--- src/rtl/nor_seq_pkg.sv ---
package nor_seq_pkg;

   typedef enum logic [1:0] {
      OP_PROG  = 2'd0,
      OP_IDENT = 2'd1,
      OP_CHIP  = 2'd2,
      OP_SECT  = 2'd3
   } op_e;

   typedef enum logic [2:0] {
      K_WR,
      K_RD_MFR,
      K_RD_DEV,
      K_WAIT,
      K_POLL,
      K_FIN
   } step_kind_e;

   typedef enum logic [2:0] {
      A_UNL_HI,
      A_UNL_LO,
      A_TGT,
      A_ZERO,
      A_TWO
   } addr_sel_e;

   typedef struct packed {
      step_kind_e kind;
      addr_sel_e  asel;
      logic       use_data;
      logic [7:0] cmd;
   } step_t;

   typedef enum logic [3:0] {
      S_IDLE,
      S_FETCH,
      S_BUS,
      S_DELAY,
      S_PA_ISS,
      S_PA_WAIT,
      S_PB_ISS,
      S_PB_WAIT,
      S_RST_ISS,
      S_RST_WAIT,
      S_DONE
   } seq_st_e;

   typedef enum logic [1:0] {
      B_IDLE,
      B_SETUP,
      B_STROBE,
      B_HOLD
   } bus_st_e;

   localparam logic [7:0] CMD_UNL1  = 8'hAA;
   localparam logic [7:0] CMD_UNL2  = 8'h55;
   localparam logic [7:0] CMD_PROG  = 8'hA0;
   localparam logic [7:0] CMD_IDENT = 8'h90;
   localparam logic [7:0] CMD_ERSET = 8'h80;
   localparam logic [7:0] CMD_CHIP  = 8'h10;
   localparam logic [7:0] CMD_SECT  = 8'h30;
   localparam logic [7:0] CMD_RESET = 8'hF0;

endpackage

--- src/rtl/nor_step_table.sv ---
module nor_step_table
   import nor_seq_pkg::*;
(
   input  op_e        op,
   input  logic [3:0] idx,
   output step_t      step
);

   function automatic step_t mk(step_kind_e k, addr_sel_e a, logic u, logic [7:0] c);
      step_t s;
      s.kind     = k;
      s.asel     = a;
      s.use_data = u;
      s.cmd      = c;
      return s;
   endfunction

   always_comb begin
      step = mk(K_FIN, A_ZERO, 1'b0, 8'h00);
      if (idx == 4'd0) begin
         step = mk(K_WR, A_UNL_HI, 1'b0, CMD_UNL1);
      end else if (idx == 4'd1) begin
         step = mk(K_WR, A_UNL_LO, 1'b0, CMD_UNL2);
      end else begin
         case (op)
            OP_PROG: begin
               case (idx)
                  4'd2:    step = mk(K_WR,   A_UNL_HI, 1'b0, CMD_PROG);
                  4'd3:    step = mk(K_WR,   A_TGT,    1'b1, 8'h00);
                  4'd4:    step = mk(K_POLL, A_TGT,    1'b0, 8'h00);
                  default: step = mk(K_FIN,  A_ZERO,   1'b0, 8'h00);
               endcase
            end
            OP_IDENT: begin
               case (idx)
                  4'd2:    step = mk(K_WR,     A_UNL_HI, 1'b0, CMD_IDENT);
                  4'd3:    step = mk(K_WAIT,   A_ZERO,   1'b0, 8'h00);
                  4'd4:    step = mk(K_RD_MFR, A_ZERO,   1'b0, 8'h00);
                  4'd5:    step = mk(K_RD_DEV, A_TWO,    1'b0, 8'h00);
                  4'd6:    step = mk(K_WR,     A_UNL_HI, 1'b0, CMD_UNL1);
                  4'd7:    step = mk(K_WR,     A_UNL_LO, 1'b0, CMD_UNL2);
                  4'd8:    step = mk(K_WR,     A_UNL_HI, 1'b0, CMD_RESET);
                  4'd9:    step = mk(K_WAIT,   A_ZERO,   1'b0, 8'h00);
                  default: step = mk(K_FIN,    A_ZERO,   1'b0, 8'h00);
               endcase
            end
            default: begin
               case (idx)
                  4'd2:    step = mk(K_WR, A_UNL_HI, 1'b0, CMD_ERSET);
                  4'd3:    step = mk(K_WR, A_UNL_HI, 1'b0, CMD_UNL1);
                  4'd4:    step = mk(K_WR, A_UNL_LO, 1'b0, CMD_UNL2);
                  4'd5:    step = (op == OP_SECT) ? mk(K_WR, A_TGT,    1'b0, CMD_SECT)
                                                  : mk(K_WR, A_UNL_HI, 1'b0, CMD_CHIP);
                  4'd6:    step = mk(K_WAIT, A_ZERO, 1'b0, 8'h00);
                  4'd7:    step = mk(K_POLL, A_ZERO, 1'b0, 8'h00);
                  default: step = mk(K_FIN,  A_ZERO, 1'b0, 8'h00);
               endcase
            end
         endcase
      end
   end

endmodule

--- src/rtl/nor_delay_timer.sv ---
module nor_delay_timer #(
   parameter int CYC = 2500
) (
   input  logic clk,
   input  logic rst_n,
   input  logic start,
   output logic expired
);

   localparam int CW = $clog2(CYC + 1);

   generate
      if (CYC < 1) begin : g_bad_cyc
         $error("nor_delay_timer: CYC must be at least 1");
      end
   endgenerate

   logic [CW-1:0] cnt;

   always_ff @(posedge clk or negedge rst_n) begin
      if (!rst_n) begin
         cnt <= '0;
      end else if (start) begin
         cnt <= CW'(CYC);
      end else if (cnt != '0) begin
         cnt <= cnt - 1'b1;
      end
   end

   assign expired = (cnt == CW'(1));

   assert_expire_once_R7: assert property (@(posedge clk) disable iff (!rst_n)
      expired && !start |=> !expired);

endmodule

--- src/rtl/nor_bus_cycle.sv ---
module nor_bus_cycle
   import nor_seq_pkg::*;
#(
   parameter int AW     = 20,
   parameter int WE_CYC = 3,
   parameter int RD_CYC = 3
) (
   input  logic          clk,
   input  logic          rst_n,
   input  logic          start,
   input  logic          rd,
   input  logic [AW-1:0] addr,
   input  logic [7:0]    wdata,
   output logic          done,
   output logic [7:0]    rdata,
   output logic [AW-1:0] fl_addr,
   output logic [7:0]    fl_dout,
   input  logic [7:0]    fl_din,
   output logic          fl_drive,
   output logic          fl_we_n,
   output logic          fl_re_n
);

   localparam int MAXC = (WE_CYC > RD_CYC) ? WE_CYC : RD_CYC;
   localparam int CW   = $clog2(MAXC + 1);

   generate
      if (WE_CYC < 1 || RD_CYC < 1) begin : g_bad_width
         $error("nor_bus_cycle: strobe widths must be at least 1");
      end
   endgenerate

   bus_st_e       st;
   logic [CW-1:0] cnt;
   logic          rd_q;
   logic [AW-1:0] addr_q;
   logic [7:0]    data_q;
   logic [7:0]    rdata_q;
   logic          last_strobe;

   generate
      if (WE_CYC == RD_CYC) begin : g_same_width
         assign last_strobe = (cnt == CW'(WE_CYC - 1));
      end else begin : g_split_width
         assign last_strobe = rd_q ? (cnt == CW'(RD_CYC - 1)) : (cnt == CW'(WE_CYC - 1));
      end
   endgenerate

   always_ff @(posedge clk or negedge rst_n) begin
      if (!rst_n) begin
         st      <= B_IDLE;
         cnt     <= '0;
         rd_q    <= 1'b0;
         addr_q  <= '0;
         data_q  <= '0;
         rdata_q <= '0;
      end else begin
         case (st)
            B_IDLE: if (start) begin
               rd_q   <= rd;
               addr_q <= addr;
               data_q <= wdata;
               st     <= B_SETUP;
            end
            B_SETUP: begin
               cnt <= '0;
               st  <= B_STROBE;
            end
            B_STROBE: if (last_strobe) begin
               if (rd_q) rdata_q <= fl_din;
               st <= B_HOLD;
            end else begin
               cnt <= cnt + 1'b1;
            end
            default: st <= B_IDLE;
         endcase
      end
   end

   assign done     = (st == B_HOLD);
   assign rdata    = rdata_q;
   assign fl_addr  = addr_q;
   assign fl_dout  = data_q;
   assign fl_drive = (st != B_IDLE) && !rd_q;
   assign fl_we_n  = !((st == B_STROBE) && !rd_q);
   assign fl_re_n  = !((st == B_STROBE) && rd_q);

   assert_strobe_excl_R8: assert property (@(posedge clk) disable iff (!rst_n)
      !(!fl_we_n && !fl_re_n));

   assert_we_stable_R8: assert property (@(posedge clk) disable iff (!rst_n)
      (!fl_we_n && $past(!fl_we_n)) |-> ($stable(fl_addr) && $stable(fl_dout) && fl_drive));

   assert_bus_done_pulse_R8: assert property (@(posedge clk) disable iff (!rst_n)
      done |=> !done);

endmodule

--- src/rtl/nor_cmd_seq.sv ---
module nor_cmd_seq
   import nor_seq_pkg::*;
#(
   parameter int AW        = 20,
   parameter int CLK_MHZ   = 250,
   parameter int SETTLE_US = 10,
   parameter int WE_CYC    = 3,
   parameter int RD_CYC    = 3,
   parameter int PLW       = 16
) (
   input  logic           clk,
   input  logic           rst_n,
   input  logic           req_valid,
   output logic           req_ready,
   input  logic [1:0]     req_op,
   input  logic [AW-1:0]  req_addr,
   input  logic [7:0]     req_data,
   input  logic [PLW-1:0] poll_limit,
   output logic           done,
   output logic           err,
   output logic [7:0]     id_mfr,
   output logic [7:0]     id_dev,
   output logic [AW-1:0]  fl_addr,
   output logic [7:0]     fl_dout,
   input  logic [7:0]     fl_din,
   output logic           fl_drive,
   output logic           fl_we_n,
   output logic           fl_re_n
);

   localparam int SETTLE_CYC = CLK_MHZ * SETTLE_US;
   localparam logic [AW-1:0] ADDR_HI = AW'(12'hAAA);
   localparam logic [AW-1:0] ADDR_LO = AW'(12'h555);

   generate
      if (AW < 12) begin : g_bad_aw
         $error("nor_cmd_seq: AW must cover the unlock addresses");
      end
      if (PLW < 1) begin : g_bad_plw
         $error("nor_cmd_seq: PLW must be at least 1");
      end
   endgenerate

   seq_st_e        st;
   op_e            op_q;
   logic [AW-1:0]  addr_q;
   logic [7:0]     data_q;
   logic [3:0]     idx_q;
   logic           err_q;
   logic           b6_q;
   logic [PLW-1:0] pair_cnt;
   logic [AW-1:0]  poll_addr_q;
   logic [7:0]     id_mfr_q;
   logic [7:0]     id_dev_q;

   step_t          step;
   logic           bus_start;
   logic           bus_rd;
   logic [AW-1:0]  bus_addr;
   logic [7:0]     bus_wdata;
   logic           bus_done;
   logic [7:0]     bus_rdata;
   logic           tmr_start;
   logic           tmr_exp;
   logic           last_pair;

   function automatic logic [AW-1:0] pick_addr(addr_sel_e s, logic [AW-1:0] tgt);
      case (s)
         A_UNL_HI: return ADDR_HI;
         A_UNL_LO: return ADDR_LO;
         A_TGT:    return tgt;
         A_TWO:    return AW'(2);
         default:  return '0;
      endcase
   endfunction

   nor_step_table u_table (
      .op   (op_q),
      .idx  (idx_q),
      .step (step)
   );

   nor_delay_timer #(.CYC(SETTLE_CYC)) u_timer (
      .clk     (clk),
      .rst_n   (rst_n),
      .start   (tmr_start),
      .expired (tmr_exp)
   );

   nor_bus_cycle #(.AW(AW), .WE_CYC(WE_CYC), .RD_CYC(RD_CYC)) u_bus (
      .clk      (clk),
      .rst_n    (rst_n),
      .start    (bus_start),
      .rd       (bus_rd),
      .addr     (bus_addr),
      .wdata    (bus_wdata),
      .done     (bus_done),
      .rdata    (bus_rdata),
      .fl_addr  (fl_addr),
      .fl_dout  (fl_dout),
      .fl_din   (fl_din),
      .fl_drive (fl_drive),
      .fl_we_n  (fl_we_n),
      .fl_re_n  (fl_re_n)
   );

   assign last_pair = ({1'b0, pair_cnt} + 1'b1) >= {1'b0, poll_limit};

   always_comb begin
      bus_start = 1'b0;
      bus_rd    = 1'b0;
      bus_addr  = pick_addr(step.asel, addr_q);
      bus_wdata = step.use_data ? data_q : step.cmd;
      tmr_start = 1'b0;
      case (st)
         S_FETCH: begin
            case (step.kind)
               K_WR:     bus_start = 1'b1;
               K_RD_MFR,
               K_RD_DEV: begin
                  bus_start = 1'b1;
                  bus_rd    = 1'b1;
               end
               K_WAIT:   tmr_start = 1'b1;
               default: ;
            endcase
         end
         S_PA_ISS, S_PB_ISS: begin
            bus_start = 1'b1;
            bus_rd    = 1'b1;
            bus_addr  = poll_addr_q;
         end
         S_RST_ISS: begin
            bus_start = 1'b1;
            bus_addr  = ADDR_HI;
            bus_wdata = CMD_RESET;
         end
         default: ;
      endcase
   end

   always_ff @(posedge clk or negedge rst_n) begin
      if (!rst_n) begin
         st          <= S_IDLE;
         op_q        <= OP_PROG;
         addr_q      <= '0;
         data_q      <= '0;
         idx_q       <= '0;
         err_q       <= 1'b0;
         b6_q        <= 1'b0;
         pair_cnt    <= '0;
         poll_addr_q <= '0;
         id_mfr_q    <= '0;
         id_dev_q    <= '0;
      end else begin
         case (st)
            S_IDLE: if (req_valid) begin
               op_q   <= op_e'(req_op);
               addr_q <= req_addr;
               data_q <= req_data;
               idx_q  <= '0;
               err_q  <= 1'b0;
               st     <= S_FETCH;
            end
            S_FETCH: begin
               case (step.kind)
                  K_WR, K_RD_MFR, K_RD_DEV: st <= S_BUS;
                  K_WAIT:                   st <= S_DELAY;
                  K_POLL: begin
                     poll_addr_q <= pick_addr(step.asel, addr_q);
                     pair_cnt    <= '0;
                     st          <= S_PA_ISS;
                  end
                  default:                  st <= S_DONE;
               endcase
            end
            S_BUS: if (bus_done) begin
               if (step.kind == K_RD_MFR) id_mfr_q <= bus_rdata;
               if (step.kind == K_RD_DEV) id_dev_q <= bus_rdata;
               idx_q <= idx_q + 1'b1;
               st    <= S_FETCH;
            end
            S_DELAY: if (tmr_exp) begin
               idx_q <= idx_q + 1'b1;
               st    <= S_FETCH;
            end
            S_PA_ISS:  st <= S_PA_WAIT;
            S_PA_WAIT: if (bus_done) begin
               b6_q <= bus_rdata[6];
               st   <= S_PB_ISS;
            end
            S_PB_ISS:  st <= S_PB_WAIT;
            S_PB_WAIT: if (bus_done) begin
               if (bus_rdata[6] == b6_q) begin
                  idx_q <= idx_q + 1'b1;
                  st    <= S_FETCH;
               end else if (last_pair) begin
                  err_q <= 1'b1;
                  st    <= S_RST_ISS;
               end else begin
                  pair_cnt <= pair_cnt + 1'b1;
                  st       <= S_PA_ISS;
               end
            end
            S_RST_ISS:  st <= S_RST_WAIT;
            S_RST_WAIT: if (bus_done) st <= S_DONE;
            default:    st <= S_IDLE;
         endcase
      end
   end

   assign req_ready = (st == S_IDLE);
   assign done      = (st == S_DONE);
   assign err       = (st == S_DONE) && err_q;
   assign id_mfr    = id_mfr_q;
   assign id_dev    = id_dev_q;

   assert_busy_not_ready_R11: assert property (@(posedge clk) disable iff (!rst_n)
      bus_start |-> !req_ready);

   assert_done_pulse_R11: assert property (@(posedge clk) disable iff (!rst_n)
      done |=> !done);

   assert_err_with_done_R10: assert property (@(posedge clk) disable iff (!rst_n)
      err |-> done);

   assert_quiet_settle_R7: assert property (@(posedge clk) disable iff (!rst_n)
      (st == S_DELAY) |-> (fl_we_n && fl_re_n));

   assert_timeout_reset_R10: assert property (@(posedge clk) disable iff (!rst_n)
      (st == S_RST_WAIT && bus_done) |-> (fl_addr == ADDR_HI && fl_dout == CMD_RESET));

endmodule

--- config.mk ---
export PLATFORM = sky130hd
export DESIGN_NAME = nor_cmd_seq
export DESIGN_NICKNAME = d
export VERILOG_FILES = /design/src/rtl/nor_seq_pkg.sv /design/src/rtl/nor_step_table.sv /design/src/rtl/nor_delay_timer.sv /design/src/rtl/nor_bus_cycle.sv /design/src/rtl/nor_cmd_seq.sv
export SDC_FILE = /design/constraint.sdc
export NUM_CORES = 1
export LEC_CHECK = 0
export BUFFER_PORTS_ARGS = -buffer_cell sky130_fd_sc_hd__clkbuf_2
export CORE_MARGIN = 8
export CORE_UTILIZATION = 39
export DETAILED_ROUTE_END_ITERATION = 8
export GPL_TIMING_DRIVEN = 0
export HOLD_SLACK_MARGIN = 0.06
export PLACE_DENSITY = 0.58
export RECOVER_POWER = 50
export SLEW_MARGIN = 0
export SYNTH_ARGS = -nofsm -noshare
export SYNTH_HDL_FRONTEND = slang
export SYNTH_SLANG_ARGS = --single-unit
export TNS_END_PERCENT = 1
--- constraint.sdc ---
create_clock -name clk -period 10 [get_ports clk]
set_clock_uncertainty 0.1 [all_clocks]
set_input_delay 1 -clock clk [delete_from_list [all_inputs] [get_ports clk]]
set_output_delay 1 -clock clk [all_outputs]
set_load 0.01 [all_outputs]
Word-level counts from Yosys, hierarchy flattened

Memories as Yosys holds them, arrays and structs flattened.
Index checks and enable logic that the tools add are counted.

Add/subtract/negate cells: 5
Muxes and demuxes: 49
Reductions and logical operators: 37
Eq/ne operators: 46
Order comparisons: 1

Operators by type and width:

| kind                    | count |
|---|---|
| $pmux W15 S6            | 1 |
| $pmux W20 S4            | 1 |
| $mux W16                | 4 |
| $mux W4                 | 13 |
| $pmux W15 S3            | 1 |
| $pmux W20 S2            | 1 |
| $pmux W4 S10            | 1 |
| $eq A4 B3 Y1 const B    | 8 |
| $pmux W16 S2            | 1 |
| $mux W15                | 2 |
| $pmux W15 S2            | 1 |
| $ne A2 B2 Y1 const B    | 13 |
| $mux W12                | 2 |
| $add A16 B1 Y17 const B | 1 |
| $ge A17 B16 Y1          | 1 |
| $add A16 B1 Y16 const B | 1 |
| $eq A4 B2 Y1 const B    | 4 |
| $mux W8                 | 2 |
| $pmux W4 S4             | 1 |
| $eq A12 B1 Y1 const B   | 1 |
| $eq A4 B4 Y1 const B    | 3 |
| $pmux W4 S3             | 1 |
| $reduce_and A2 Y1       | 6 |
| $reduce_and A6 Y1       | 2 |
| other kinds (29)        | 66 |

Logic and storage cells: 157
Bits in read-only memories: 224
Flip-flop bits (word level): 145
Memories kept: 1
Output and inout port bits: 50

Memories:

| name            | depth | width | rd ports | clocked after Yosys merged registers in | write ports | RTL line             | source |
|---|---|---|---|---|---|---|---|
| (no name shown) | 16    | 14    | 1        | 0                                       | 0           | nor_step_table.sv:35 | `case (idx)` |

Longest topological paths before layout

Gate-level depths: netlist of run 1.

Word-level depth: 12
Depth in mapped cells: 14
Mapped depth without buffers: 13

By module

Synthesis of run 1 repeated with hierarchy kept, for this count alone.

Cell total of the unflattened synthesis: 784
Area, all modules: 8170.3 µm²

By module, submodules not included:

| module          | instances | seq. area each (µm²) | area an instance (µm²) | cells an instance |
|---|---|---|---|---|
| nor_cmd_seq     | 1         | 2302.2               | 5103.6                 | 517 |
| nor_bus_cycle   | 1         | 1026.0               | 1721.7                 | 108 |
| nor_delay_timer | 1         | 300.3                | 696.9                  | 66 |
| nor_step_table  | 1         | 0.0                  | 648.1                  | 93 |

Least setup slack after synthesis of run 1

OpenSTA, ideal clock, no wires.

Path kind: register -> register
Start: register pair_cnt[0]
End: register pair_cnt[8]
Path buffers: 1
Arrival time: 2.977 ns
Cell stages (with the launch flop): 14
Clock period less this slack: 3.203 ns
Setup slack: 6.797 ns
Cell sequence: dfrtp_1 ha_1 nand4_1 nor2_1 nand3_1 xnor2_1 ha_1 and4_1 o211ai_1 a211o_1 nand4_1 clkbuf_1 nor4b_1 a221o_1

Cells in the longest elaborated chain, start to end: 5

RTL lines:

| item                                                                    | RTL line           | source |
|---|---|---|
| start, declared                                                         | nor_cmd_seq.sv:51  | `logic [PLW-1:0] pair_cnt;` |
| start signal, assigned                                                  | nor_cmd_seq.sv:201 | `pair_cnt <= pair_cnt + 1'b1;` |
| parallel branches: the longest is 5 deep, another holds $add A16 B1 Y17 | -                  |  |

Several ways; the timed one is not identified. The select of a mux whose other input is x is not followed.
A chain may end at the register's enable or synchronous reset.

==> results of run 1 <==
[cell usage in the layout, fill, tap and decap left out, types with 7 or more instances in the layout]
| master | synthesis | final |
|---|---|---|
| dfrtp_1 | 145 | 145 |
| clkbuf_2 | 0 | 83 |
| mux2_2 | 75 | 75 |
| nor2_1 | 44 | 44 |
| nand2_1 | 44 | 44 |
| clkbuf_1 | 19 | 43 |
| o21ai_0 | 41 | 41 |
| inv_1 | 36 | 36 |
| ha_1 | 31 | 31 |
| nand3_1 | 23 | 23 |
| a22o_1 | 20 | 20 |
| clkbuf_16 | 0 | 17 |
| a21oi_1 | 15 | 15 |
| xnor2_1 | 13 | 13 |
| nand2b_1 | 12 | 12 |
| nor2b_1 | 12 | 12 |
| o221ai_1 | 11 | 11 |
| mux2i_1 | 10 | 10 |
| a211oi_1 | 10 | 10 |
| a221o_1 | 10 | 10 |
| a22o_2 | 10 | 10 |
| nor3_1 | 9 | 9 |
| buf_6 | 8 | 8 |
| or2_2 | 7 | 7 |
| or3_1 | 7 | 7 |
| a21o_1 | 7 | 7 |
[through the flow]
stage / area (um2) / worst slack, ns / total power [mW] / hold slack [ns] / cells
4_1_cts: 9560 / 6.13 / 3.06 / 0.396 / 1155
2_1_floorplan: 8050 / 6.80 / 1.99 / 0.365 / 747
3_3_place_gp: 8920 / 5.19 / 2.36 / 0.377 / 1123
5_1_grt: 9530 / 4.11 / 3.26 / 0.421 / 1155
3_5_place_dp: 8960 / 6.14 / 2.38 / 0.382 / 1124
6_report: 9530 / 5.09 / 3.02 / 0.389 / 1155
[routing by layer]
metal / GRT usage [%] / routed length [um]
met5: 0 / 0
met3: 3.70 / 937
met4: 4.55 / 167
met1: 19.8 / 9020
met2: 25.6 / 9280
[report_power, final]
part | switching, mW | internal, mW | total [mW]
clock network | 0.262 | 0.397 | 0.659
registers | 0.170 | 0.826 | 0.996
logic | 0.752 | 0.612 | 1.36
[state kept, by name, summed over array words and instances, names as in the netlist]
name / count
poll_addr_q: 20
u_bus.rdata: 8
u_bus.rd_q: 1
u_bus.fl_dout: 8
addr_q: 20
id_dev: 8
data_q: 8
u_timer.cnt: 12
u_bus.fl_addr: 20
u_bus.cnt: 2
u_bus.st: 2
op_q: 2
pair_cnt: 16
idx_q: 4
b6_q: 1
st: 4
err_q: 1
id_mfr: 8
[final cells by class]
class / count / area [um2] / area share (%)
Sequential cell: 145 / 3630 / 38.1
Clock buffer: 18 / 429 / 4.50
Timing Repair Buffer: 107 / 529 / 5.56
Buffer: 40 / 243 / 2.55
Clock inverter: 13 / 176 / 1.85
Tap cell: 270 / 338 / 3.55
Inverter: 36 / 135 / 1.42
Multi-Input combinational cell: 526 / 4050 / 42.5
[worst paths after layout]
path / endpoint / startpoint / slack (ns)
worst max-delay path: id_mfr[0] / rst_n / 5.09
worst min-delay path: u_bus.fl_addr[17] / u_bus.fl_addr[17] / 0.39
worst max register to register: pair_cnt[7] / pair_cnt[5] / 6.13
worst min register to register: u_bus.fl_addr[17] / u_bus.fl_addr[17] / 0.39
max in group clk: pair_cnt[7] / pair_cnt[5] / 6.13
min in group asynchronous: data_q[1] / rst_n / 2.12
[cells by family (layout without fill, tap and decap cells)]
family                   Yosys count  count (layout)  share of synthesized area (%)
AO/OA/AOI/OAI                    179             179                           17.0
XOR/XNOR                          17              17                           1.85
adder cells (fa/ha/maj)           31              31                           4.82
buffers and inverters             76             214                           4.69
flip-flops                       145             145                           45.1
multiplexers                      89              89                           12.4
AND/OR/NAND/NOR                  210             210                           14.2
==> impl_metrics.toml, run 1 <==
[run_status]
status = "finished with violations"
violations = "max-capacitance violations, max-slew violations"

[layout]
final_layout_size_suffix_gt1_share_pct = 27.6
fin_util_pct = 47.1
area_growth_pct = 18.3
diodes = 0
nNetsFinal = 961
fillers = 1934

[floorplan]
die_area_um2 = 25500
die_x_um = 160
core_area_um2 = 20200
placementRows = 52
die_height_um = 160
ios = 107
initial_core_util_pct = 39.8

[power_and_ir_drop]
p_leak_nw = 4.55
irDropWorstVdd_v = 0.000124
p_per_area_nw_per_um2 = 317

[synth]
ys_dominant_reg_cell = "dfrtp_1"
async_reset_ff_share_pct = 100
synth_top_cell_area_share_pct = 45.1
yosys-top-cells-area = "dfrtp_1, mux2_2, ha_1"
synth_cell_types = 80
synth.ff_latch_count = 145
syn_nets = 835
ys_warn_count = 0
synth_top_area_cell = "dfrtp_1"
netlist_area_um2 = 8050
yosysMostFrequentCell = "dfrtp_1"
synthCells = 747
synth_edf_count = 0
syn_avg_cell_area_um2 = 10.8
ys_seq_area_share_pct = 45.1
synthTopCellsByCount = "dfrtp_1, mux2_2, nand2_1, nor2_1, o21ai_0"

[clocking]
h-tree-depth = 4
cts_tree = "yes"
cts_resized = 0
numCtsBuffers = 17
clockBufferDepth = 2
insertion_delay_ns = 0.42
clk_pin_slew_ns = 0.06
post_cts_buffers = 0
hold_buffers = 0
cts_root_buf = "clkbuf_16"
cts.sinks = 145

[routing]
vias_per_cell = 5.34
routedWlPerCell_um = 16.8
via_count = 6162
ant_nets = 0
drc = 0
wl_um = 19400
first_pass_iters = 5
first_iter_violations = 294

[setup_path]
cp_num_buf_inv = 1
slowest_delay_ns = 3.16
worstPathRequired_ns = 9.34
crit_family = "buffers and inverters"
worstSetupPathType = "in -> async"
path_max_fanout = 85
cp.depth = 1
critical_path_arrival_ns = 4.26
cp-end-kind = "asynchronous set/reset pin"
path_cells = "clkbuf_1"
reg2reg_depth = 13
cp_slowest_cell = "clkbuf_1"
start_kind = "primary input"

[timing]
worst_pin_slew_ns = 4.59
fin_setup_tns_ns = 0
final-setup-viol-count = 0
period_share_pct = 49.1
relSlewSlack_pct = -206
hold_viol = 0
max_freq_ghz = 0.203
rsz0062_at_grt = "false"
finalWorstPathRequiredPeriod_ns = 4.91
slew_violations = 85

[place]
place_hpwl_um = 14100
gp_congestion = 0.851
portBuffers = 106

[grt]
antenna_found_initial = 0
grt_pass1_wl_um = 32600
gr-total-overflow = 0
grt_pass1_vias = 6262
grt_max_degree = 86
track_usage_pct = 15.5

[run]
drv_cap = 1

[worst_hold_path]
min_path_type = "reg -> reg"
worstHoldPathCells = 1
(Power assumes the default switching activity.)
==> run 2, diff against run 1 <==
- clock period: 10 -> 4.7 ns (I/O delays scaled with it)
==> impl_metrics.toml, run 2 (synthesis results as in run 1) <==
[run_status]
status = "finished with violations"
violations = "max-capacitance violations, max-slew violations"

[timing]
slew_violations = 148
rsz0062_at_grt = "false"
final-setup-viol-count = 0
worst_pin_slew_ns = 2.08
max_freq_ghz = 0.258
period_share_pct = 82.4
hold_viol = 0
fin_setup_tns_ns = 0
holdWs_ns = 0.174
finalWorstPathRequiredPeriod_ns = 3.87
relSlewSlack_pct = -38.6

[grt]
antenna_found_initial = 0
gr-total-overflow = 0
grt_pass1_vias = 6262
grt_max_degree = 86
track_usage_pct = 15.5
grt_pass1_wl_um = 32600

[floorplan]
initial_core_util_pct = 39.8
die_area_um2 = 25500
die_x_um = 160
placementRows = 52
ios = 107
die_height_um = 160
core_area_um2 = 20200

[worst_hold_path]
min_to = "u_bus.rdata[7]"
min_path_type = "in -> reg"
min_from = "fl_din[7]"
worstHoldPathCells = 2

[routing]
first_iter_violations = 281
wl_um = 19400
ant_nets = 0
first_pass_iters = 5
routedWlPerCell_um = 16.8
vias_per_cell = 5.33
via_count = 6162
drc = 0

[setup_path]
cp_slowest_cell = "dfrtp_1"
rr_startpoint = "pair_cnt[0]"
ff2ff_setup_slack_ns = 0.83
cp-end-kind = "register"
critical_path_arrival_ns = 4.07
worstSetupPathType = "reg -> reg"
start_kind = "register"
path_max_fanout = 10
worstPathRequired_ns = 4.90
reg2reg_depth = 13
slowest_delay_ns = 0.47
reg2reg_to = "pair_cnt[7]"
path_cells = "ha_1, nand4_1, nor2_1, nand3_1, xnor2_1, ha_1, and4_1, o211ai_1, a211o_1, nand4_1, clkbuf_1, nor4b_1, a221o_1"

[place]
portBuffers = 106
gp_congestion = 0.851
dp.cells = 1124
place_hpwl_um = 14100

[layout]
fin_cells = 1156
fin_util_pct = 46.9
final_cell_mix = "dfrtp_1, mux2_2, clkbuf_1, clkbuf_2"
multi_input_area_um2 = 4050
area_growth_pct = 17.8
nNetsFinal = 962
final_common_cell = "dfrtp_1"
fillers = 1951
final_layout_size_suffix_gt1_share_pct = 25.2
regArea_um2 = 3630
diodes = 0

[run]
drv_cap = 2

[clocking]
cts_resized = 0
cts.sinks = 145
cts_tree = "yes"
cts_root_buf = "clkbuf_16"
h-tree-depth = 4
clk_pin_slew_ns = 0.07
numCtsBuffers = 17
insertion_delay_ns = 0.42
hold_buffers = 1
post_cts_buffers = 0
clockBufferDepth = 2

[power_and_ir_drop]
irDropWorstVdd_v = 0.000266
p_leak_nw = 4.48
p_per_area_nw_per_um2 = 675
## run 2: cell types whose count changed in the layout (fill, tap and decap cells not counted), sizes merged
| cell | change |
|---|---|
| buf | -1 |
| clkbuf | +1 |
| dlygate4sd3 | +1 |
## run 2: worst max-delay path, delay by kind of cell (launching register included)
kind / cells / cell delay [ns]
flip-flops: 1 / 0.47
buffers and inverters: 1 / 0.42
XOR/XNOR: 1 / 0.18
adder cells (fa/ha/maj): 2 / 0.61
AND/OR/NAND/NOR: 6 / 1.25
AO/OA/AOI/OAI: 3 / 0.72
## run 2: stage by stage
stage                     power (mW)  setup slack, ns  cell area [um2]
final                           6.41            0.828             9490
after global routing            6.91            0.287             9490
after CTS                       6.51            0.827             9570
after detailed placement        5.07            0.843             8960
after global placement          5.03            0.422             8920
after floorplan                 4.23             1.50             8050
## run 2: metal layers
metal	track usage [%]	wire, um	vias to the layer above
met1	19.8	9040	2993
met4	4.55	246	0
met2	25.6	9210	141
met3	3.70	950	21
li1	-	-	3007
met5	0	0	-
## run 2: worst max-delay path by stage
stage / cells after the start / to / start / slack (ns)
2_1_floorplan: 13 / pair_cnt[8] / pair_cnt[0] / 1.50
3_3_place_gp: 1 / u_bus.rdata[4] / rst_n / 0.42
3_5_place_dp: 13 / pair_cnt[0] / pair_cnt[5] / 0.84
4_1_cts: 13 / pair_cnt[7] / pair_cnt[5] / 0.83
5_1_grt: 3 / u_timer.cnt[11] / rst_n / 0.29
6_report: 13 / pair_cnt[7] / pair_cnt[0] / 0.83
## run 2: report_power, final
group | total (mW) | switching, mW | internal (mW) | leakage, nW
combinational | 2.89 | 1.60 | 1.28 | 2.34
clock | 1.40 | 0.560 | 0.844 | 0.286
sequential | 2.12 | 0.361 | 1.76 | 1.85
total | 6.41 | 2.52 | 3.88 | 4.48
## run 2: area by class of cell
class,instances,area share [%]
Buffer,40,2.56
Inverter,36,1.42
Tap cell,270,3.56
Sequential cell,145,38.2
Multi-Input combinational cell,526,42.7
Clock buffer,18,4.52
Clock inverter,13,1.86
Timing Repair Buffer,108,5.17
